## src/rtl/arb_pkg.sv

```systemverilog
package arb_pkg;

  typedef struct packed {
    logic serial;
    logic quad;
    logic dbl;
  } arb_cfg_t;

  localparam arb_cfg_t CFG_RESET = '{serial: 1'b0, quad: 1'b0, dbl: 1'b1};

  function automatic logic [2:0] run_limit(input arb_cfg_t c);
    if (c.quad)     return 3'd4;
    else if (c.dbl) return 3'd2;
    else            return 3'd1;
  endfunction

endpackage

```

## src/rtl/arb_cfg_reg.sv

```systemverilog
module arb_cfg_reg
  import arb_pkg::*;
(
  input  logic       clk,
  input  logic       rst,
  input  logic       we,
  input  logic [2:0] wdata,
  output arb_cfg_t   cfg
);

  always_ff @(posedge clk) begin
    if (rst)     cfg <= CFG_RESET;
    else if (we) cfg <= arb_cfg_t'(wdata);
  end

  assert_reset_cfg_R1: assert property (@(posedge clk)
    rst |=> (cfg.dbl && !cfg.quad && !cfg.serial));

endmodule

```

## src/rtl/arb_pick.sv

```systemverilog
module arb_pick #(
  parameter int N  = 8,
  parameter int PW = 2,
  localparam int IW = $clog2(N)
) (
  input  logic [N-1:0]    req,
  input  logic [N*PW-1:0] prio,
  input  logic [IW-1:0]   ptr,
  output logic [N-1:0]    cand,
  output logic [IW-1:0]   rr_idx,
  output logic            any
);

  logic [PW-1:0] top;

  always_comb begin
    top = '0;
    for (int i = 0; i < N; i++)
      if (req[i] && prio[i*PW +: PW] > top) top = prio[i*PW +: PW];
  end

  for (genvar g = 0; g < N; g++) begin : g_cand
    assign cand[g] = req[g] && (prio[g*PW +: PW] == top);
  end

  assign any = |req;

  always_comb begin
    logic found;
    int   pos;
    found  = 1'b0;
    rr_idx = '0;
    for (int k = 0; k < N; k++) begin
      pos = int'(ptr) + k;
      if (pos >= N) pos = pos - N;
      if (!found && cand[pos]) begin
        rr_idx = IW'(pos);
        found  = 1'b1;
      end
    end
  end

endmodule

```

## src/rtl/arb_burst.sv

```systemverilog
module arb_burst #(
  parameter int N = 8,
  localparam int IW = $clog2(N)
) (
  input  logic          clk,
  input  logic          rst,
  input  logic [N-1:0]  req,
  input  logic [N-1:0]  cand,
  input  logic [IW-1:0] rr_idx,
  input  logic [2:0]    limit,
  input  logic          issue,
  output logic [IW-1:0] win_idx,
  output logic [IW-1:0] ptr
);

  logic [IW-1:0] owner;
  logic          owner_v;
  logic [2:0]    run_cnt;
  logic          sticky;

  assign sticky  = owner_v && cand[owner] && (run_cnt < limit);
  assign win_idx = sticky ? owner : rr_idx;

  always_ff @(posedge clk) begin
    if (rst) begin
      owner   <= '0;
      owner_v <= 1'b0;
      run_cnt <= '0;
      ptr     <= '0;
    end else if (issue) begin
      owner   <= win_idx;
      owner_v <= 1'b1;
      run_cnt <= sticky ? run_cnt + 3'd1 : 3'd1;
      ptr     <= (win_idx == IW'(N-1)) ? '0 : win_idx + IW'(1);
    end else if (owner_v && !req[owner]) begin
      owner_v <= 1'b0;
      run_cnt <= '0;
    end
  end

  assert_run_bound_R5: assert property (@(posedge clk) disable iff (rst)
    run_cnt <= 3'd4);

  assert_drop_ends_run_R7: assert property (@(posedge clk) disable iff (rst)
    (owner_v && !req[owner] && !issue) |=> !owner_v);

endmodule

```

## src/rtl/arb_issue_gate.sv

```systemverilog
module arb_issue_gate #(
  parameter int MAX_OUT = 4,
  localparam int CW = $clog2(MAX_OUT + 1)
) (
  input  logic          clk,
  input  logic          rst,
  input  logic          serial,
  input  logic          want,
  input  logic          done,
  output logic          issue,
  output logic [CW-1:0] out_cnt
);

  logic [CW-1:0] cap;
  logic          retire;

  assign cap    = serial ? CW'(1) : CW'(MAX_OUT);
  assign issue  = want && (out_cnt < cap);
  assign retire = done && (out_cnt != '0);

  always_ff @(posedge clk) begin
    if (rst) out_cnt <= '0;
    else     out_cnt <= out_cnt + CW'(issue) - CW'(retire);
  end

  assert_no_overflow_R9: assert property (@(posedge clk) disable iff (rst)
    out_cnt <= CW'(MAX_OUT));

  assert_balanced_R9: assert property (@(posedge clk) disable iff (rst)
    (issue && retire) |=> $stable(out_cnt));

endmodule

```

## src/rtl/burst_rr_arbiter.sv

```systemverilog
module burst_rr_arbiter
  import arb_pkg::*;
#(
  parameter int N       = 8,
  parameter int PW      = 2,
  parameter int MAX_OUT = 4,
  localparam int IW = $clog2(N),
  localparam int CW = $clog2(MAX_OUT + 1)
) (
  input  logic            clk,
  input  logic            rst,
  input  logic [N-1:0]    req_i,
  input  logic [N*PW-1:0] prio_i,
  input  logic            cfg_we,
  input  logic [2:0]      cfg_wdata,
  input  logic            done_i,
  output logic [N-1:0]    grant_o
);

  arb_cfg_t      cfg;
  logic [N-1:0]  cand;
  logic [IW-1:0] rr_idx, win_idx, ptr;
  logic          any, issue;
  logic [CW-1:0] out_cnt;

  arb_cfg_reg u_cfg (
    .clk(clk), .rst(rst), .we(cfg_we), .wdata(cfg_wdata), .cfg(cfg)
  );

  arb_pick #(.N(N), .PW(PW)) u_pick (
    .req(req_i), .prio(prio_i), .ptr(ptr),
    .cand(cand), .rr_idx(rr_idx), .any(any)
  );

  arb_burst #(.N(N)) u_burst (
    .clk(clk), .rst(rst), .req(req_i), .cand(cand), .rr_idx(rr_idx),
    .limit(run_limit(cfg)), .issue(issue), .win_idx(win_idx), .ptr(ptr)
  );

  arb_issue_gate #(.MAX_OUT(MAX_OUT)) u_gate (
    .clk(clk), .rst(rst), .serial(cfg.serial), .want(any),
    .done(done_i), .issue(issue), .out_cnt(out_cnt)
  );

  always_ff @(posedge clk) begin
    if (rst)        grant_o <= '0;
    else if (issue) grant_o <= N'(1) << win_idx;
    else            grant_o <= '0;
  end

  assert_onehot_grant_R10: assert property (@(posedge clk) disable iff (rst)
    $onehot0(grant_o));

  assert_idle_no_grant_R10: assert property (@(posedge clk) disable iff (rst)
    !(|req_i) |=> (grant_o == '0));

  assert_serial_block_R8: assert property (@(posedge clk) disable iff (rst)
    (cfg.serial && out_cnt != '0) |=> (grant_o == '0));

endmodule

```

## config.mk

```make
export PLATFORM = sky130hd
export DESIGN_NAME = burst_rr_arbiter
export DESIGN_NICKNAME = d
export VERILOG_FILES = /design/src/rtl/arb_pkg.sv /design/src/rtl/arb_cfg_reg.sv /design/src/rtl/arb_pick.sv /design/src/rtl/arb_burst.sv /design/src/rtl/arb_issue_gate.sv /design/src/rtl/burst_rr_arbiter.sv
export SDC_FILE = /design/constraint.sdc
export NUM_CORES = 1
export LEC_CHECK = 0
export CORE_ASPECT_RATIO = 1.1
export CORE_MARGIN = 5
export CORE_UTILIZATION = 40
export CTS_CLUSTER_DIAMETER = 120
export DETAILED_ROUTE_END_ITERATION = 10
export PLACE_DENSITY = 0.68
export SLEW_MARGIN = 20
export SYNTH_ARGS = -nofsm -noshare
export SYNTH_HDL_FRONTEND = slang
export SYNTH_SLANG_ARGS = --single-unit
```

## constraint.sdc

```tcl
create_clock -name clk -period 19.8 [get_ports clk]
set_input_delay 4.95 -clock clk [delete_from_list [all_inputs] [get_ports clk]]
set_output_delay 4.95 -clock clk [all_outputs]
set_load 0.005 [all_outputs]
```

# Word-level counts from Yosys, hierarchy flattened
# Cells that the tools add are included.
# totals
inputBits,31
ff_bits,24
out_inout_bits,8
elab_cells,175
# classes
n_shift,1
bitwise,1
add_sub_neg,19
reduce_logical,40
magnitude_cmp,27
n_mux,69
n_eq_ne,9
# op_table
cell,n
$lt A32 B5 Y1 const B,8
$mux W32,8
$ge A32 B5 Y1 const B,7
$sub A32 B5 Y32 const B,7
$mux W3,15
$bmux W1 S3,10
$logic_and A1 B1 Y1,28
$mux W1,27
$mux W2,9
$add A3 B3 Y4 const B,4
$eq A2 B2 Y1,8
$gt A2 B2 Y1,7
$add A3 B2 Y4 const B,2
$logic_not A1 Y1,8
$reduce_or A8 Y1,1
$shl A1 B3 Y8 const A,1
$add A3 B1 Y3 const B,2
$lt A3 B3 Y1,2
$sub A3 B4 Y5 const B,1
$add A3 B1 Y4 const B,1
$ge A3 B4 Y1 const B,1
$lt A3 B4 Y1 const B,1
$add A3 B1 Y3,1
$eq A3 B3 Y1 const B,1
6 further kinds,6

# Depth between registers and ports, before layout
# depth
ltp_word,54
ltp_mapped,56
depth_no_buf,53

# By module
# Synthesis repeated with hierarchy kept, for this count alone.
# unflattened
cells_unflattened,425
area_unflattened_um2,3525.9
# modules_own_cells
mod,cells_each,area_per_inst_um2,n_inst,seq_area_each_um2
arb_pick,297,2207.1,1,0.0
arb_burst,78,778.2,1,200.2
burst_rr_arbiter,23,242.7,1,160.2
arb_issue_gate,18,195.2,1,60.1
arb_cfg_reg,9,102.6,1,60.1

# Worst setup path after synthesis
# Ideal clock, no wire load.
# synth_path
path_kind,in2reg
from,input prio_i[0]
to,register u_burst.ptr[1]
n_path_buf,2
arrival_time_ns,15.919
required_ns,19.672
path_slack_ns,3.753
setup_time_ns,0.128
cell_stages,52
cell_sequence,and2_1 clkbuf_1 ha_1 a21boi_4 o21ai_2 mux2_4 ha_1 or3b_1 o2111a_1 a311oi_1 mux2_2 ha_1 nor2_1 o21ai_0 o2bb2ai_1 mux2_4 ha_1 nor2_1 [... 16 more ...] o211ai_1 mux2i_1 a31oi_4 xnor2_1 nand2_1 a2111oi_0 nor4_1 and2_0 mux4_2 nand4bb_1 nor4_2 a2111oi_0 a211o_1 and2_1 ha_1 nor3b_1 a21oi_1 nor2_1
# synth_between
elab_chain_cells,54
elab_cells_between_ends,101
cone_classes,add/sub: 1; order compare: 8; eq/ne: 9; mux: 51; reduce/logical: 32
# synth_lines
item,line_no,rtl
from (decl),burst_rr_arbiter.sv:13,"input logic [N*PW-1:0] prio_i,"
$gt A2 B1 Y1,arb_pick.sv:19,if (req[i] && prio[i*PW +: PW] > top) top = prio[i*PW +: PW];
$logic_and A1 B1 Y1,arb_pick.sv:19,
$mux W2,arb_pick.sv:19,
$gt A2 B2 Y1,arb_pick.sv:19,
$logic_and A1 B1 Y1,arb_pick.sv:19,
$mux W2,arb_pick.sv:19,
$gt A2 B2 Y1,arb_pick.sv:19,
$logic_and A1 B1 Y1,arb_pick.sv:19,
[... 38 more ...],n/a,
$logic_and A1 B1 Y1,arb_pick.sv:36,if (!found && cand[pos]) begin
$mux W1,arb_pick.sv:36,
$logic_not A1 Y1,arb_pick.sv:36,
$logic_and A1 B1 Y1,arb_pick.sv:36,
$mux W3,arb_pick.sv:36,
$mux W3 *,arb_burst.sv:22,assign win_idx = sticky ? owner : rr_idx;
$add A3 B1 Y3 or $eq A3 B3 Y1 (tied branches),arb_burst.sv:34,ptr <= (win_idx == IW'(N-1)) ? '0 : win_idx + IW'(1);
$mux W3 *,arb_burst.sv:34,
to (signal assigned),arb_burst.sv:34,
to (decl),arb_burst.sv:13,output logic [IW-1:0] ptr
# Every way passes the cells marked *; elsewhere a longest branch is shown, timed or not. The select of a mux whose other input is x is not followed.
# A chain may end at the register's enable or synchronous reset.

# Final worst setup path
# layout_path
from,input req_i[0]
to,register u_burst.ptr[1]
# layout_between
elab_chain_cells,53
elab_cells_between_ends,102
cone_classes,add/sub: 1; order compare: 7; eq/ne: 9; mux: 51; reduce/logical: 34
# layout_lines
item,line_no,rtl
from (decl),burst_rr_arbiter.sv:12,"input logic [N-1:0] req_i,"
$logic_and A1 B1 Y1,arb_pick.sv:19,
$mux W2,arb_pick.sv:19,
$gt A2 B2 Y1,arb_pick.sv:19,
$logic_and A1 B1 Y1,arb_pick.sv:19,
$mux W2,arb_pick.sv:19,
$gt A2 B2 Y1,arb_pick.sv:19,
$logic_and A1 B1 Y1,arb_pick.sv:19,
$mux W2,arb_pick.sv:19,
[... 37 more ...],n/a,
$logic_and A1 B1 Y1,arb_pick.sv:36,
$mux W1,arb_pick.sv:36,
$logic_not A1 Y1,arb_pick.sv:36,
$logic_and A1 B1 Y1,arb_pick.sv:36,
$mux W3,arb_pick.sv:36,
$mux W3,arb_burst.sv:22,
$add A3 B1 Y3 or $eq A3 B3 Y1 (tied branches),arb_burst.sv:34,
$mux W3,arb_burst.sv:34,
# Several ways; a longest one is shown, not always the timed one. The select of a mux whose other input is x is not followed.

==> qor.log <==
[sta] upper clock frequency limit 56.4 MHz
[global_route] global route overflow 0
[clock_tree] Post-CTS Hold Buffers 0
[floorplan] number of placement rows 35
[sta] count of final hold-check violations 0
[drt] overall routed net length 9690 µm
[sta] worst hold slack 0.520 ns
[yosys] warnings from Yosys 0
[sta] setup ws final 2.08 ns
[critical_path] Data required, critical path 19.94 ns
[clock_tree] buffer levels on the longest clock path 2
[critical_path] type of element launching the critical path primary input
[critical_path] reg-to-reg startpoint u_burst.ptr[0]$_SDFFE_PP0P_
[yosys] FFs w/ async S/R, synth 0
[power_and_ir_drop] total power per unit cell area 130 nW/µm²
[outcome] result of the run completed
[cells_and_area] Final #Nets 545
[drt] number of nets with antenna violations after detailed routing 0
[clock_tree] clock transition at the registers of the reported paths 0.09 ns
[critical_path] worst reg-to-reg path cell count 15
[global_route] met1 usage 0.232
[yosys] flip-flop and latch count after synthesis 24
[global_route] wire length of the first global-routing pass 16100 µm
[sta] setup repair after global routing missed its margin false
[drt] average wire length per cell after detail routing 16.1 µm
[clock_tree] Clock Root Buffer clkbuf_8
[placement] number of buffer cells added on primary ports 38
[clock_tree] Inserted Clock Buffers 3
[sta] setup total negative slack 0 ns
[power_and_ir_drop] total power consumption of the routed design 0.522 mW
[global_route] fraction of met2 tracks used by global routing 0.317
[drt] detailed-route DRC error count 0
[cells_and_area] final standard cell utilization of the core 0.477
[drt] via total after detailed routing 3678
[yosys] number of distinct standard cells referenced by the synthesized netlist 87
[floorplan] # IOs 39
[cells_and_area] commonest cells after routing, fill and taps aside nor2_1 (46), nand2_1 (46), clkdlybuf4s50_1 (38), inv_1 (24), dfxtp_1 (24)
[critical_path] maximum single-stage delay on the critical path 0.57 ns
[floorplan] Die W 99.3 µm
[power_and_ir_drop] leakage power total 1.53 nW
[critical_path] Worst R2R End u_burst.ptr[1]$_SDFFE_PP0P_
[critical_path] critical path's slowest cell clkdlybuf4s50_1
[cells_and_area] fill cell count 857
[drt] 1st-pass router iterations 5
[yosys] portion of the post-synthesis area used by sequential elements 0.137
[global_route] GRT Resource Usage Total 0.178
[clock_tree] clock tree from TritonCTS built
[global_route] maximum number of pins on one net before global-route repair 32
[yosys] flip-flop cell with the highest count after synthesis dfxtp_1
[yosys] Syn Inst Count 464
[yosys] number of synthesized flops with an enable pin 0
[placement] GPL Wtd Cong 0.930
[clock_tree] clock sink count 24
[critical_path] Crit Path Max Fanout 11
[critical_path] data arrival time of the critical path 17.86 ns
[clock_tree] post-CTS resize count 0
[placement] cell area after placement 3960 µm²
[floorplan] area enclosed by the die boundary 10700 µm²
[floorplan] floorplan die height 108 µm
[cells_and_area] share of layout cells above drive strength 1 0.0900
[critical_path] critical path class primary input to register
[drt] number of design-rule violations left by the first detailed-router iteration 240
[cells_and_area] synthesis-to-finish area growth 14.9%
[sta] total count of max-transition violations in the final report 0
[global_route] antenna violations before repair 0
[yosys] average footprint of a synthesized cell 7.56 µm²
[yosys] syn nets 519
[critical_path] slack of the worst reg-to-reg path 15.29 ns
[placement] HPWL after detailed placement 7690 µm
[sta] final period utilization 0.895
[sta] Clock Skews 0.00294 ns
[power_and_ir_drop] Max rail drop VDD 0.0432 mV
[cells_and_area] post-route cell area 4030 µm²
[yosys] synthesized cell area 3510 µm²
[floorplan] Placeable Area 8450 µm²
[placement] worst setup timing slack at the placement stage 1.94 ns
[sta] time the worst path needs with I/O delays and setup 17.72 ns
[global_route] global-route track usage on met3 0.0187
[cells_and_area] Final Instance Count excl. Fillers 600
[cells_and_area] Antenna Cells 0
[global_route] number of global-route vias before repair 3434
[global_route] Most Used Layer, Global Route met2
[sta] transition at the pin with the smallest max-transition slack 0.691 ns
[placement] cell count after placement 596
[critical_path] Critical path origin req_i[0]
[sta] relative max-transition margin 0.535
[clock_tree] clock latency reported for the late side of the worst-skew pair 0.27 ns
[critical_path] cell repeated most along the worst path ha_1
[floorplan] starting density of the core 0.415
[clock_tree] number of buffers added for setup after CTS 0
[clock_tree] total number of H-tree levels 1
[sta] final setup violating endpoints 0
[critical_path] critical path capture point type register
[flow_run] max-cap check violation count 0
[min_path] min-delay worst type register to register
[critical_path] critical path endpoint u_burst.ptr[1]$_SDFFE_PP0P_
[drt] mean number of vias per cell 6.13
==> layer usage <==
metal	wire length, µm	part of all wire
met5	0	0
met4	165	0.017
met1	4340	0.45
met2	4730	0.49
met3	450	0.046
==> power breakdown <==
| group | internal (mW) | leakage, nW | switching (mW) |
|---|---|---|---|
| registers | 0.0630 | 0.197 | 0.0164 |
| logic | 0.168 | 1.30 | 0.232 |
| clock network | 0.0270 | 0.0357 | 0.0163 |
==> layout make-up <==
class                   instances  area [µm²]  area share
inverters                      27         101      0.0251
flip-flops and latches         24         480       0.119
clock buffers                   3        41.3      0.0102
well taps                     111         139      0.0345
repair buffers                 40         395      0.0981
multi-input cells             394        2840       0.705
clock inverters                 1        30.0     0.00745
==> kinds of logic (layout without fill, tap and decap cells) <==
logic type      after synthesis  in the layout  synth area share
xor+xnor                     15             15            0.0375
flops                        24             24             0.137
fa+ha+maj                    24             24            0.0878
simple gates                188            188             0.277
mux                          19             19            0.0731
compound gates              148            148             0.336
buf+inv                      46             71            0.0524
==> synthesized netlist by cell type, types with 6 or more instances <==
library cell	instances	area [µm²]
nor3_1	15	75.1
nand2_1	46	173
a21oi_1	19	95.1
a31oi_1	11	68.8
nand3_1	17	85.1
ha_1	23	288
mux2i_1	8	80.1
nand4_1	11	68.8
dfxtp_1	24	480
xnor2_1	12	105
nor2_1	46	173
o22ai_1	6	37.5
o211ai_1	8	60.1
inv_1	24	90.1
a211oi_1	6	45.0
nor2b_1	11	68.8
and2_1	9	56.3
clkbuf_1	14	52.6
nor4_1	8	50.1
o21ai_0	21	105
==> worst max-delay path, delay by kind of cell <==
family	cells	cell delay, ns
adder cells (fa/ha/maj)	8	2.29
multiplexers	5	1.98
buffers and inverters	1	0.57
AO/OA/AOI/OAI	18	4.12
XOR/XNOR	1	0.48
AND/OR/NAND/NOR	18	3.45
==> how the worst min path moves through the flow <==
stage,startpoint,endpoint,slack [ns],cells past startpoint
floorplan,u_burst.run_cnt[2]$_SDFFE_PP0P_,u_burst.run_cnt[2]$_SDFFE_PP0P_,0.46,2
global placement,u_burst.run_cnt[2]$_SDFFE_PP0P_,u_burst.run_cnt[2]$_SDFFE_PP0P_,0.49,2
detailed placement,u_burst.owner_v$_SDFFE_PP0P_,u_burst.owner_v$_SDFFE_PP0P_,0.50,2
CTS,u_burst.run_cnt[2]$_SDFFE_PP0P_,u_burst.run_cnt[2]$_SDFFE_PP0P_,0.53,2
global route,u_burst.owner_v$_SDFFE_PP0P_,u_burst.owner_v$_SDFFE_PP0P_,0.56,2
finish,u_burst.owner_v$_SDFFE_PP0P_,u_burst.owner_v$_SDFFE_PP0P_,0.52,2
==> registers in the layout, summed over array words and instances (netlist names) <==
register and cells:
u_cfg.cfg 3, u_burst.owner_v 1, u_burst.ptr 3, grant_o 8, u_burst.owner 3, u_gate.out_cnt 3
u_burst.run_cnt 3
No activity file was read; power rests on OpenSTA's default activity.
